==> src/rtl/gear_div_pkg.sv <==
package gear_div_pkg;
  localparam int GEAR_W    = 2;
  localparam int MAX_SHIFT = (1 << GEAR_W) - 1;
  localparam int TICK_W    = MAX_SHIFT + 3;

  typedef logic [GEAR_W-1:0] gear_code_t;
  typedef logic [TICK_W-1:0] tick_t;

  typedef struct packed {
    logic       half_src;
    gear_code_t gear;
  } gear_sel_t;

  localparam gear_sel_t SEL_RESET = '{half_src: 1'b0, gear: '0};
  // final tick of an undivided x1 period (2 ticks long)
  localparam tick_t RESET_LAST_TICK = tick_t'(1);
endpackage

==> src/rtl/gear_timing.sv <==
module gear_timing
  import gear_div_pkg::*;
(
  input  gear_sel_t sel,
  output tick_t     last_tick,
  output tick_t     high_len
);
  tick_t src_ticks;
  tick_t low_ticks;
  tick_t period;

  always_comb begin
    src_ticks = sel.half_src ? tick_t'(4) : tick_t'(2);
    low_ticks = sel.half_src ? tick_t'(2) : tick_t'(1);
    period    = src_ticks << sel.gear;
    last_tick = period - tick_t'(1);
    high_len  = period - low_ticks;
  end
endmodule

==> src/rtl/gear_sel_reg.sv <==
module gear_sel_reg
  import gear_div_pkg::*;
(
  input  logic      clk,
  input  logic      rst_n,
  input  logic      load,
  input  gear_sel_t sel_in,
  output gear_sel_t sel_act,
  output gear_sel_t sel_next
);
  gear_sel_t sel_q;

  always_ff @(posedge clk or negedge rst_n) begin
    if (!rst_n)    sel_q <= SEL_RESET;
    else if (load) sel_q <= sel_in;
  end

  assign sel_act  = sel_q;
  assign sel_next = load ? sel_in : sel_q;
endmodule

==> src/rtl/gear_phase_ctr.sv <==
module gear_phase_ctr
  import gear_div_pkg::*;
(
  input  logic  clk,
  input  logic  rst_n,
  input  tick_t last_tick,
  input  tick_t high_len_next,
  output logic  wrap,
  output logic  clk_q,
  output logic  start_q
);
  tick_t cnt;
  tick_t cnt_nxt;

  assign wrap    = (cnt == last_tick);
  assign cnt_nxt = wrap ? '0 : cnt + tick_t'(1);

  always_ff @(posedge clk or negedge rst_n) begin
    if (!rst_n) begin
      cnt     <= RESET_LAST_TICK;
      clk_q   <= 1'b0;
      start_q <= 1'b0;
    end else begin
      cnt     <= cnt_nxt;
      clk_q   <= (cnt_nxt < high_len_next);
      start_q <= wrap;
    end
  end
endmodule

==> src/rtl/gear_clock_div.sv <==
module gear_clock_div
  import gear_div_pkg::*;
(
  input  logic              clk,
  input  logic              rst_n,
  input  logic              half_src,
  input  logic [GEAR_W-1:0] gear_code,
  output logic              gear_clk,
  output logic              cyc_start
);
  gear_sel_t sel_pins;
  gear_sel_t sel_act;
  gear_sel_t sel_next;
  tick_t     last_act;
  tick_t     high_act;
  tick_t     last_nxt;
  tick_t     high_nxt;
  logic      wrap;

  assign sel_pins = '{half_src: half_src, gear: gear_code};

  gear_sel_reg u_sel (
    .clk     (clk),
    .rst_n   (rst_n),
    .load    (wrap),
    .sel_in  (sel_pins),
    .sel_act (sel_act),
    .sel_next(sel_next)
  );

  // timing of the period in progress decides where it ends
  gear_timing u_tim_act (
    .sel      (sel_act),
    .last_tick(last_act),
    .high_len (high_act)
  );

  // timing of the selection that owns the next tick shapes the output
  gear_timing u_tim_nxt (
    .sel      (sel_next),
    .last_tick(last_nxt),
    .high_len (high_nxt)
  );

  gear_phase_ctr u_ctr (
    .clk          (clk),
    .rst_n        (rst_n),
    .last_tick    (last_act),
    .high_len_next(high_nxt),
    .wrap         (wrap),
    .clk_q        (gear_clk),
    .start_q      (cyc_start)
  );

  logic unused_ok;
  assign unused_ok = ^{high_act, last_nxt};
endmodule

==> config.mk <==
export PLATFORM = sky130hd
export DESIGN_NAME = gear_clock_div
export DESIGN_NICKNAME = d
export VERILOG_FILES = /design/src/rtl/gear_div_pkg.sv /design/src/rtl/gear_timing.sv /design/src/rtl/gear_sel_reg.sv /design/src/rtl/gear_phase_ctr.sv /design/src/rtl/gear_clock_div.sv
export SDC_FILE = /design/constraint.sdc
export NUM_CORES = 1
export LEC_CHECK = 0
export BUFFER_PORTS_ARGS = -buffer_cell sky130_fd_sc_hd__buf_2
export CAP_MARGIN = 20
export CORE_ASPECT_RATIO = 1.75
export CORE_MARGIN = 4
export CORE_UTILIZATION = 40
export CTS_CLUSTER_DIAMETER = 150
export CTS_CLUSTER_SIZE = 30
export DETAILED_ROUTE_END_ITERATION = 7
export PLACE_DENSITY = 0.67
export SLEW_MARGIN = 15
export SYNTH_ARGS = -nofsm -noshare
export SYNTH_HDL_FRONTEND = slang
export SYNTH_SLANG_ARGS = --single-unit
==> constraint.sdc <==
create_clock -name clk -period 4.1 [get_ports clk]
set_clock_uncertainty 0.05 [all_clocks]
set_input_delay 0.205 -clock clk [delete_from_list [all_inputs] [get_ports clk]]
set_output_delay 0.205 -clock clk [all_outputs]
set_load 0.03 [all_outputs]
==> flow_metrics.py, run 1 <==
metrics = {
    "status": {
        "outcome": "finished clean",
    },
    "global_route": {
        "grt_max_degree": 12,
        "grt_pass1_vias": 798,
        "grt_first_pass_wirelength_mm": 3.46,
        "grt_antenna_before_repair": 0,
        "grt_remaining_overflow": 0,
        "grt_usage_pct": 14.3,
    },
    "setup_path": {
        "endpoint": "u_ctr.clk_q",
        "cp_max_fo": 5,
        "crit_start": "u_sel.sel_act[0]",
        "cp_top_family": "simple AND/OR/NAND/NOR gates",
        "worstPathBufferInverterCount": 1,
        "critical_path.most_common_cell": "ha_2",
        "crit_path_start_kind": "flip-flop",
        "worstReg2RegEnd": "u_ctr.clk_q",
        "cp_cell_sequence": "inv_2, ha_4, nand2b_1, ha_2, xnor2_1, xnor2_1, and4_4, nand4_4, mux2i_4, ha_2, and2_4, ha_2, or3_4, a32oi_4, ha_4, nand4_1, a21oi_2, a2111oi_2",
        "cp_slowest_cell": "or3_4",
        "cpPeakStageDelay_ps": 400,
        "critPathCaptureType": "flip-flop",
        "arrival_ps": 3940,
        "r2r.worst_path.cells": 18,
        "regToRegSetupSlack_ps": 250,
        "cp.depth": 18,
        "critPathKind": "reg -> reg",
        "required_ps": 4190,
        "timing.rr.start": "u_sel.sel_act[0]",
    },
    "placed_design": {
        "dp_hpwl_mm": 1.62,
        "place.gp.congestion": 0.846,
        "port_buffers": 6,
        "place_inst": 131,
    },
    "logic_synthesis": {
        "synth_top_cells_by_area": "dfrtp_1 25%, ha_1 18%, xnor2_1 4.4%, xor2_1 4.4%, inv_1 3.0%",
        "synth_area_leader_cell": "dfrtp_1",
        "synth-seq-cells": 11,
        "netlist.area_leader.share_pct": 25.2,
        "synth_most_common_cell": "ha_1",
        "async_flop_share_pct": 100,
        "synthesis.area_sq_um": 995,
        "avgSynthCellArea_sq_um": 10.6,
        "synthCells": 94,
        "synth_fp_nets": 113,
        "synth_edf_count": 0,
        "yosys_warnings": 0,
        "ys_types": 39,
        "ys.flop_type": "dfrtp_1",
        "synth_common_cells": "14 x ha_1, 10 x dfrtp_1, 8 x inv_1, 7 x nor2_1",
        "yosysSeqAreaShare_pct": 27.8,
    },
    "route": {
        "drt_wl_total_mm": 2.02,
        "route.detailed.drc": 0,
        "drt_pass1_iterations": 4,
        "ant_nets": 0,
        "vias_per_cell": 5.39,
        "vias": 738,
        "wl_per_cell_um": 14.7,
        "dr.first_iter.drc_count": 6,
    },
    "sta": {
        "whs_ps": 191,
        "setup-violations-final": 0,
        "min_period_ps": 3850,
        "tightestPinTransition_ps": 382,
        "finalMaxSlewViolations": 0,
        "max_slew_margin_pct": 74.3,
        "fmax_ghz": 0.259,
        "tns_ps": 0,
        "hold_viol": 0,
        "fin_crit_sh_pct": 94.0,
    },
    "finish": {
        "drive_above_1_share_pct": 42.9,
        "antenna_cells": 0,
        "syn_to_final_growth_pct": 24.5,
        "utilization_pct": 53.1,
        "final_cell_count_no_fill": 137,
        "layout.nets": 132,
    },
    "cts": {
        "cts_tree": "yes",
        "h-tree-depth": 1,
        "cts_root_buf": "clkbuf_8",
        "clock_sinks": 11,
        "clock_path_buffers": 2,
        "clk_latency_ps": 240,
        "clkTransAtPathRegs_ps": 50,
        "numCtsBuffers": 3,
    },
    "floorplan": {
        "start_util_pct": 42.7,
        "die_h_um": 74.0,
        "fp.dieW_um": 45.7,
        "rows": 23,
        "io_pins": 7,
        "floorplan.die_area_sq_um": 3380,
        "core_area_sq_um": 2330,
    },
    "job": {
        "maxCapViolations": 0,
    },
    "min_path": {
        "worstHoldPathType": "in -> reg",
    },
}
area by class of cell:
class	count	area, sq um
Clock buffer	3	41.3
Sequential cell	11	277
Timing Repair Buffer	15	104
Inverter	10	37.5
Tap cell	25	31.3
Multi-Input combinational cell	72	743
Fill cell	220	1090
Clock inverter	1	5.00
sequential cells by signal (all words and copies together), names as in the netlist:
| register | flops |
|---|---|
| u_sel.sel_act | 3 |
| u_ctr.cnt | 6 |
| u_ctr.start_q | 1 |
| u_ctr.clk_q | 1 |
per-layer routing:
metal  track usage [%]  vias up  share of wire, %
met3              2.91        7               1.8
met2              25.7       14                59
met4              9.49        0               5.3
met1              14.0      354                34
met5                 0        -                 0
li1                  -      363                 -
worst min-delay path by stage:
stage,endpoint,start,slack (ps),cells after the start
floorplan,u_ctr.clk_q,rst_n,-140,0
global placement,u_ctr.clk_q,rst_n,30,1
detailed placement,u_ctr.cnt[5],rst_n,30,1
CTS,u_sel.sel_act[0],gear_code[0],190,3
global route,u_sel.sel_act[0],gear_code[0],190,3
finish,u_sel.sel_act[0],gear_code[0],190,3
stage by stage:
step / area (sq um) / setup slack, ps
after global routing: 1240 / -11.9
after CTS: 1170 / 47.3
after floorplan: 995 / 114
final: 1240 / 246
after detailed placement: 1100 / -135
after global placement: 1100 / 15.2
cell families (layout without fill, tap and decap cells):
family	count (synthesis)	after routing	synth area share [%]
AND/OR/NAND/NOR	28	28	16.9
AO/OA/AOI/OAI	15	15	16.1
adder cells (fa/ha/maj)	14	14	17.6
XOR/XNOR	12	12	12.1
flip-flops	11	11	27.8
buffers and inverters	11	29	4.91
multiplexers	3	3	4.65
worst reg2reg max path: stages (launching register included):
cell	delay (ps)
dfrtp_1	390
inv_2	90
ha_4	150
nand2b_1	90
ha_2	210
xnor2_1	170
xnor2_1	150
and4_4	260
nand4_4	150
mux2i_4	230
ha_2	210
and2_4	150
ha_2	180
or3_4	400
a32oi_4	290
ha_4	250
nand4_1	110
a21oi_2	50
a2111oi_2	190
cell usage in the layout, fill, tap and decap left out, types with 2 or more instances in the layout:
| master | instances |
|---|---|
| a21o_1 | 3 |
| and2_4 | 3 |
| and3_1 | 3 |
| buf_2 | 6 |
| buf_4 | 7 |
| clkbuf_8 | 3 |
| dfrtp_1 | 10 |
| ha_1 | 8 |
| ha_2 | 4 |
| ha_4 | 2 |
| inv_1 | 6 |
| inv_2 | 4 |
| mux2i_2 | 2 |
| nand2_1 | 3 |
| nand2b_1 | 2 |
| nand3_1 | 3 |
| nor2_1 | 7 |
| xnor2_1 | 5 |
| xor2_1 | 5 |
timing repair:
action	in CTS	in global routing
endpoints found under the setup margin	1	1
hold endpoints to repair	10	0
hold buffers	1	0
resized for setup	4	12
setup buffers	0	1
pin swaps	2	5
Power of run 1 is not shown: default switching activity piles up to over one toggle a cycle in this logic, so the estimate is an artifact.
==> inputs of run 2 (changes only) <==
Settings changed: HOLD_SLACK_MARGIN set to 0.08, SYNTH_HIERARCHICAL set to 1.
==> run 2 against run 1 <==
Effect of this change: the run now ends with negative setup slack left; fmax decreased by 9.3%; via count increased by 2.0%; first-iteration DRC count down 50%; design area increased by 0.91%; sequential cell count is the same; synthesized cell count grew 6.4%; critical path depth increased by 2; worst hold slack improved by 1.7 ps; non-clock buffer count increased by 11; utilization is 1.2 points higher; routed wire length shrank 1.6%; critical path type unchanged.
==> flow_metrics.py, run 2 <==
metrics = {
    "status": {
        "outcome": "finished with violations",
        "violations": "negative setup slack",
    },
    "cts": {
        "h-tree-depth": 1,
        "clk_latency_ps": 240,
        "clock_path_buffers": 2,
        "clock_sinks": 11,
        "clkTransAtPathRegs_ps": 50,
        "cts_tree": "yes",
        "cts_root_buf": "clkbuf_8",
        "numCtsBuffers": 3,
    },
    "min_path": {
        "worstHoldPathType": "in -> reg",
        "worst_hold_startpoint": "half_src",
    },
    "setup_path": {
        "r2r.worst_path.cells": 20,
        "cp_max_fo": 6,
        "cp_top_family": "simple AND/OR/NAND/NOR gates",
        "arrival_ps": 4360,
        "cp_slowest_cell": "dfrtp_1",
        "cp.depth": 20,
        "required_ps": 4210,
        "worstReg2RegEnd": "u_ctr/clk_q",
        "cp_cell_sequence": "inv_2, ha_4, or2b_1, ha_2, or3b_1, a32o_2, xnor2_2, nand3_2, nor4_4, mux2_4, inv_4, ha_4, o211a_1, or3_1, inv_2, ha_4, a21oi_2, o21a_1, nand3b_1, o21ai_1",
        "critPathCaptureType": "flip-flop",
        "regToRegSetupSlack_ps": -150,
        "crit_path_start_kind": "flip-flop",
        "cpPeakStageDelay_ps": 380,
        "crit_start": "u_sel/sel_act[0]",
        "critPathKind": "reg -> reg",
        "worstPathBufferInverterCount": 3,
        "timing.rr.start": "u_sel/sel_act[0]",
        "critical_path.most_common_cell": "ha_4",
        "endpoint": "u_ctr/clk_q",
    },
    "route": {
        "drt_pass1_iterations": 2,
        "dr.first_iter.drc_count": 3,
        "route.detailed.drc": 0,
        "ant_nets": 0,
        "vias": 753,
        "vias_per_cell": 5.09,
        "wl_per_cell_um": 13.4,
        "drt_wl_total_mm": 1.98,
    },
    "sta": {
        "rsz0062_at_grt": "true",
        "hold_viol": 0,
        "fin_crit_sh_pct": 104,
        "fin_ws_ps": -148,
        "setup-violations-final": 1,
        "finalMaxSlewViolations": 0,
        "fmax_ghz": 0.235,
        "min_period_ps": 4250,
    },
    "global_route": {
        "grt_first_pass_wirelength_mm": 3.55,
        "grt_remaining_overflow": 0,
        "grt_max_degree": 12,
        "use_met1_pct": 14.1,
        "use_met2_pct": 27.1,
        "grt_pass1_vias": 850,
        "grtUsageMet3_pct": 2.96,
        "grt_antenna_before_repair": 0,
        "grt_busiest_layer": "met2",
        "grt_usage_pct": 15.0,
    },
    "floorplan": {
        "die_h_um": 72.9,
        "floorplan.die_area_sq_um": 3290,
        "core_area_sq_um": 2300,
        "fp.dieW_um": 45.1,
        "rows": 23,
        "io_pins": 7,
        "start_util_pct": 41.8,
    },
    "finish": {
        "syn_to_final_growth_pct": 29.9,
        "utilization_pct": 54.3,
        "antenna_cells": 0,
        "n_fill_cell": 222,
        "drive_above_1_share_pct": 39.0,
        "layout.nets": 142,
        "final_cell_mix": "19 x buf_4, 10 x dfrtp_1, 9 x ha_1, 7 x xnor2_1, 6 x buf_2",
        "largest_register": "u_ctr/cnt",
        "final_common_cell": "buf_4",
        "largest_reg_flops": 6,
    },
    "placed_design": {
        "port_buffers": 6,
        "place.gp.congestion": 0.817,
        "dp_hpwl_mm": 1.60,
    },
    "logic_synthesis": {
        "synthesis.area_sq_um": 962,
        "synthCells": 100,
        "avgSynthCellArea_sq_um": 9.62,
        "synth_fp_nets": 118,
        "yosys_warnings": 6,
    },
    "job": {
        "maxCapViolations": 0,
    },
}
run 2: final cells by class:
type	instances	area (sq um)	share of cell area (%)
Sequential cell	11	277	22.1
Timing Repair Buffer	26	183	14.6
Multi-Input combinational cell	72	672	53.8
Tap cell	25	31.3	2.50
Clock buffer	4	45.0	3.60
Inverter	10	42.5	3.40
run 2: worst min-delay path by stage:
stage	to	depth (start not counted)	slack, ps
after floorplan	u_ctr/clk_q	0	-140
after global placement	u_ctr/cnt[1]	1	30
after detailed placement	u_ctr/cnt[1]	1	30
after CTS	u_sel/sel_act[2]	2	190
after global routing	u_sel/sel_act[0]	2	190
final	u_sel/sel_act[2]	2	190
run 2: what timing repair did:
action / in CTS / in global routing
pin swaps: 9 / 0
endpoints found under the hold margin: 11 / 0
endpoints found under the setup margin: 1 / 1
resized for setup: 7 / 0
setup buffers: 4 / 0
gates cloned: 0 / 0
hold buffers: 1 / 0
run 2: per-layer routing:
metal / vias up / share of wire [%]
li1: 378 / -
met1: 366 / 36
met2: 5 / 62
met3: 4 / 0.91
met4: 0 / 1.4
met5: - / 0
run 2: worst reg2reg max path, delay by kind of cell, from the launching register on:
family | cells | cell delay (ps)
buffers and inverters | 3 | 240
adder cells (fa/ha/maj) | 4 | 780
multiplexers | 1 | 360
XOR/XNOR | 1 | 190
AND/OR/NAND/NOR | 6 | 1290
flip-flops | 1 | 380
AO/OA/AOI/OAI | 5 | 870
run 2: through the flow:
step           hold slack (ps)  TNS [ps]  setup slack [ps]  area [sq um]  instances
6_report                   192      -148              -148          1250        148
5_1_grt                    193      -354              -354          1250        148
4_1_cts                    192      -159              -159          1250        148
3_5_place_dp              34.7      -292              -292          1130        139
3_3_place_gp              30.3      -259              -259          1130        139
2_1_floorplan             -141      -383              -383          1010        100
Power of run 2 is left out for the same reason.
